`src/rtl/rti_pkg.sv`:
```
package rti_pkg;
  localparam int unsigned WORD_W   = 16;
  localparam int unsigned PRIV_POS = 15;
  localparam int unsigned POP_STEP = 1;

  typedef logic [WORD_W-1:0] word_t;

  localparam word_t PRIV_MASK = word_t'(1) << PRIV_POS;

  typedef enum logic [2:0] {
    ST_IDLE,
    ST_CHECK,
    ST_POP_PC,
    ST_POP_PSR,
    ST_RESTORE_SP,
    ST_DONE,
    ST_EXCEPT
  } rti_state_e;

  // Stack grows downward, so a pop moves the pointer up by one word.
  function automatic word_t ptr_after_pop(word_t p);
    return p + word_t'(POP_STEP);
  endfunction

  // Privilege field set means the word describes user mode.
  function automatic logic is_user_mode(word_t psr);
    return |(psr & PRIV_MASK);
  endfunction
endpackage

```
`src/rtl/rti_ctrl.sv`:
```
module rti_ctrl
  import rti_pkg::*;
(
  input  logic       clk,
  input  logic       rst_n,
  input  logic       start,
  input  logic       cur_user,
  input  logic       rd_valid,
  input  logic       popped_user,
  output rti_state_e state_q
);
  rti_state_e state_d;

  always_comb begin
    state_d = state_q;
    unique case (state_q)
      ST_IDLE:       if (start) state_d = ST_CHECK;
      ST_CHECK:      state_d = cur_user ? ST_EXCEPT : ST_POP_PC;
      ST_POP_PC:     if (rd_valid) state_d = ST_POP_PSR;
      ST_POP_PSR:    if (rd_valid) state_d = popped_user ? ST_RESTORE_SP : ST_DONE;
      ST_RESTORE_SP: state_d = ST_DONE;
      ST_DONE:       state_d = ST_IDLE;
      ST_EXCEPT:     state_d = ST_IDLE;
      default:       state_d = ST_IDLE;
    endcase
  end

  always_ff @(posedge clk or negedge rst_n) begin
    if (!rst_n) state_q <= ST_IDLE;
    else        state_q <= state_d;
  end
endmodule

```
`src/rtl/rti_ptr_unit.sv`:
```
module rti_ptr_unit
  import rti_pkg::*;
(
  input  logic  clk,
  input  logic  rst_n,
  input  logic  load_en,
  input  word_t load_val,
  input  logic  step_en,
  output word_t ptr_q,
  output word_t ptr_nx
);
  assign ptr_nx = ptr_after_pop(ptr_q);

  always_ff @(posedge clk or negedge rst_n) begin
    if (!rst_n)       ptr_q <= '0;
    else if (load_en) ptr_q <= load_val;
    else if (step_en) ptr_q <= ptr_nx;
  end
endmodule

```
`src/rtl/irq_return_seq.sv`:
```
module irq_return_seq
  import rti_pkg::*;
(
  input  logic        clk,
  input  logic        rst_n,
  input  logic        start,
  input  logic [15:0] psr_q,
  input  logic [15:0] sp_q,
  input  logic [15:0] saved_usp,
  output logic        mem_req,
  output logic [15:0] mem_addr,
  input  logic        mem_rvalid,
  input  logic [15:0] mem_rdata,
  output logic        pc_we,
  output logic [15:0] pc_wdata,
  output logic        psr_we,
  output logic [15:0] psr_wdata,
  output logic        sp_we,
  output logic [15:0] sp_wdata,
  output logic        busy,
  output logic        done,
  output logic        exc
);
  rti_state_e state_q;
  word_t      ptr_q;
  word_t      ptr_nx;

  // Named internal events, also observed by the bound checker.
  logic cur_user;
  logic popped_user;
  logic ev_enter_check;
  logic ev_priv_fault;
  logic ev_pc_popped;
  logic ev_psr_popped;
  logic ev_usp_swap;

  assign cur_user       = is_user_mode(psr_q);
  assign popped_user    = is_user_mode(mem_rdata);
  assign ev_enter_check = (state_q == ST_CHECK);
  assign ev_priv_fault  = ev_enter_check && cur_user;
  assign ev_pc_popped   = (state_q == ST_POP_PC)  && mem_rvalid;
  assign ev_psr_popped  = (state_q == ST_POP_PSR) && mem_rvalid;
  assign ev_usp_swap    = (state_q == ST_RESTORE_SP);

  rti_ctrl u_ctrl (
    .clk         (clk),
    .rst_n       (rst_n),
    .start       (start),
    .cur_user    (cur_user),
    .rd_valid    (mem_rvalid),
    .popped_user (popped_user),
    .state_q     (state_q)
  );

  rti_ptr_unit u_ptr (
    .clk      (clk),
    .rst_n    (rst_n),
    .load_en  (ev_enter_check),
    .load_val (sp_q),
    .step_en  (ev_pc_popped || ev_psr_popped),
    .ptr_q    (ptr_q),
    .ptr_nx   (ptr_nx)
  );

  assign mem_req   = (state_q == ST_POP_PC) || (state_q == ST_POP_PSR);
  assign mem_addr  = ptr_q;
  assign pc_we     = ev_pc_popped;
  assign pc_wdata  = mem_rdata;
  assign psr_we    = ev_psr_popped;
  assign psr_wdata = mem_rdata;
  assign sp_we     = ev_pc_popped || ev_psr_popped || ev_usp_swap;
  assign sp_wdata  = ev_usp_swap ? saved_usp : ptr_nx;
  assign busy      = (state_q != ST_IDLE);
  assign done      = (state_q == ST_DONE);
  assign exc       = (state_q == ST_EXCEPT);
endmodule

```
`config.mk`:
```
export PLATFORM = sky130hd
export DESIGN_NAME = irq_return_seq
export DESIGN_NICKNAME = d
export VERILOG_FILES = /design/src/rtl/rti_pkg.sv /design/src/rtl/rti_ctrl.sv /design/src/rtl/rti_ptr_unit.sv /design/src/rtl/irq_return_seq.sv
export SDC_FILE = /design/constraint.sdc
export NUM_CORES = 1
export LEC_CHECK = 0
export BUFFER_PORTS_ARGS = -buffer_cell sky130_fd_sc_hd__buf_4
export CAP_MARGIN = 20
export CORE_ASPECT_RATIO = 0.75
export CORE_UTILIZATION = 40
export CTS_CLUSTER_DIAMETER = 120
export DETAILED_ROUTE_END_ITERATION = 7
export PLACE_DENSITY = 0.93
export SLEW_MARGIN = 20
export SYNTH_ARGS = -nofsm -noshare
export SYNTH_HDL_FRONTEND = slang
export SYNTH_HIERARCHICAL = 1
export SYNTH_SLANG_ARGS = --single-unit
```
`constraint.sdc`:
```
create_clock -name clk -period 2.2 [get_ports clk]
set_input_delay 0.44 -clock clk [delete_from_list [all_inputs] [get_ports clk]]
set_output_delay 0.44 -clock clk [all_outputs]
set_load 0.1 [all_outputs]
```
==> flow_metrics.env <==
export IMPL_status="finished, violations left"
export IMPL_violations="setup timing"
export IMPL_worstSkewPairLatency_ps=260
export IMPL_post_dp_hpwl_um=3620
export IMPL_crit_start="u_ptr/ptr_q[8]"
export IMPL_crit_path_end_kind="primary output"
export IMPL_grt_ovfl_total=0
export IMPL_fin_nets=347
export IMPL_synth_seq_area_share_pct=26.6
export IMPL_skew_ps=2.50
export IMPL_die_w_um=79.1
export IMPL_synth_area_top_cells="dfrtp_1 27%, buf_4 13%, mux2_2 10%, xnor2_1 7.4%, xor2_1 6.9%"
export IMPL_path_clk_slew_ps=80
export IMPL_antenna_found_initial=0
export IMPL_cp_data_arrival_time_ps=1930
export IMPL_drv_slew=0
export IMPL_syn_inst=203
export IMPL_cts_sinks=19
export IMPL_max_freq_mhz=421
export IMPL_synth_edff_count=0
export IMPL_track_usage_pct=22.7
export IMPL_grt_max_degree=33
export IMPL_synth_largest_area_cell="dfrtp_1"
export IMPL_synth_cell_type_count=37
export IMPL_core_area_sq_um=4150
export IMPL_tns_ps=-1040
export IMPL_ys_warnings_count=6
export IMPL_synth_commonest_cells="32 x buf_4, 23 x nand2_1, 19 x dfrtp_1"
export IMPL_tightest_slew_ps=368
export IMPL_nFillCells=305
export IMPL_area_growth_pct=57.4
export IMPL_min_period_ps=2370
export IMPL_vias=1692
export IMPL_synth_top_cell_area_share_pct=26.6
export IMPL_setup_violations=11
export IMPL_finalCritPeriodShare_pct=108
export IMPL_synth_area_sq_um=1780
export IMPL_crit_path_cell_trace="nand4_4 -> or3_4 -> nor2_4 -> xor2_2 -> mux2_4 -> buf_12"
export IMPL_crit_slowest_cell="dfrtp_4"
export IMPL_setup_ws_ps=-173
export IMPL_grt_pass1_vias=1764
export IMPL_clockRootBuffer="clkbuf_8"
export IMPL_synth_avg_cell_area_sq_um=8.79
export IMPL_h_tree_depth=1
export IMPL_synth_fp_nets=272
export IMPL_grt_pass1_wl_um=8060
export IMPL_die_y_um=59.8
export IMPL_synth_most_common_cell="buf_4"
export IMPL_critical_path_class="reg2out"
export IMPL_crit_fanout=3
export IMPL_layout_cells_non_filler=332
export IMPL_dieArea_sq_um=4730
export IMPL_required_ps=1760
export IMPL_ys_ff_latch=19
export IMPL_hold_viol=0
export IMPL_slew_headroom_pct=75.4
export IMPL_start_util_pct=43.0
export IMPL_post_drt_wl_per_cell_um=16.0
export IMPL_drv_cap=0
export IMPL_hold_path_class="in2async"
export IMPL_pre_cts_ws_ps=18.1
export IMPL_placed_area_sq_um=2470
export IMPL_r2r_end="u_ptr/ptr_q[13]"
export IMPL_rows=20
export IMPL_start_kind="flip-flop"
export IMPL_cts_tree="done"
export IMPL_drive_gt1_share_pct=62.8
export IMPL_wirelength_um=5320
export IMPL_async_flop_share_pct=100
export IMPL_cpPeakStageDelay_ps=440
export IMPL_io_buffers=78
export IMPL_final_design_area_no_fill_sq_um=2810
export IMPL_r2r_start="u_ctrl/state_q[2]"
export IMPL_regToRegSetupSlack_ps=190
export IMPL_ys_flop_type="dfrtp_1"
export IMPL_clock_path_buffers=2
export IMPL_place_gp_congestion=0.786
export IMPL_cts_buffers=3
export IMPL_diodes=0
export IMPL_rsz0062_at_grt="yes"
export IMPL_firstDrtPassIters=4
export IMPL_placed_cells=319
export IMPL_reg2regPathDepth=6
export IMPL_final_antenna_net_count=0
export IMPL_drc=0
export IMPL_ios=139
export IMPL_drt_iter0_drc=55
export IMPL_vias_per_cell=5.10
==> state kept, by name (all words and copies together) (netlist names) <==
signal	flops
u_ptr/ptr_q	16
u_ctrl/state_q	3
==> through the flow <==
step / hold WS, ps / utilization [%]
floorplan: 144 / -
global placement: 327 / 59.5
detailed placement: 330 / 59.5
CTS: 50.9 / 65.8
global route: 45.4 / 67.6
finish: 40.5 / 67.6
==> routing by layer <==
metal | part of all wire (%) | global-route usage (%) | wire (um)
met5 | 0 | 0 | 0
met1 | 41 | 24.8 | 2170
met2 | 50 | 40.1 | 2640
met3 | 7.3 | 6.87 | 387
met4 | 2.4 | 11.9 | 127
==> area by class of cell <==
type	instances	area (sq um)	area share [%]
tap	55	68.8	2.45
clock inverter	1	5.00	0.178
inverter	4	15.0	0.535
multi-input combinational	139	1170	41.6
clock buffer	3	41.3	1.47
sequential	19	518	18.4
timing repair buffer	111	992	35.3
==> placed cells by master, fill, tap and decap left out, types with 3 or more instances in the layout <==
cell type	count
buf_12	10
buf_4	92
buf_6	9
clkbuf_8	3
dfrtp_1	3
dfrtp_2	7
dfrtp_4	9
inv_1	4
mux2_2	6
mux2_4	10
nand2_1	21
nand3_1	3
nand4_1	4
nor2_1	5
nor3_1	5
nor4_1	3
o21ai_0	9
o21ai_1	7
xnor2_1	15
xor2_1	12
==> worst max-delay path by stage <==
stage / endpoint / slack [ps] / depth (start not counted)
after floorplan: sp_wdata[15] / -210 / 6
after global placement: sp_wdata[15] / 30 / 6
after detailed placement: sp_wdata[15] / 20 / 6
after CTS: sp_wdata[14] / -130 / 7
after global routing: sp_wdata[14] / -260 / 6
final: sp_wdata[15] / -170 / 6
==> timing repair <==
item | 4_1_cts | 5_1_grt
hold buffers | 0 | 0
buffers inserted | 5 | 4
pin swaps | 12 | 5
gates resized for setup | 44 | 9
setup endpoints to repair | 14 | 16
==> cells by family after synthesis <==
group                      count (synthesis)  share of synthesized area, %
and+or+nand+nor                           75                          25.4
buffers and inverters                     45                          17.3
xor gates and xnor gates                  29                          14.2
DFF                                       19                          26.6
AOI/OAI and AO/OA                         17                          5.05
muxes                                     17                          10.7
adders and majority gates                  1                         0.701
==> worst max-delay path, delay by kind of cell (launching register included) <==
family        cells  cell delay [ps]
flops             1              440
mux               1              290
buf+inv           1              170
simple gates      3              690
xor+xnor          1               80
Power is not shown: default switching activity piles up to over one toggle a cycle in this logic, so the estimate is an artifact.
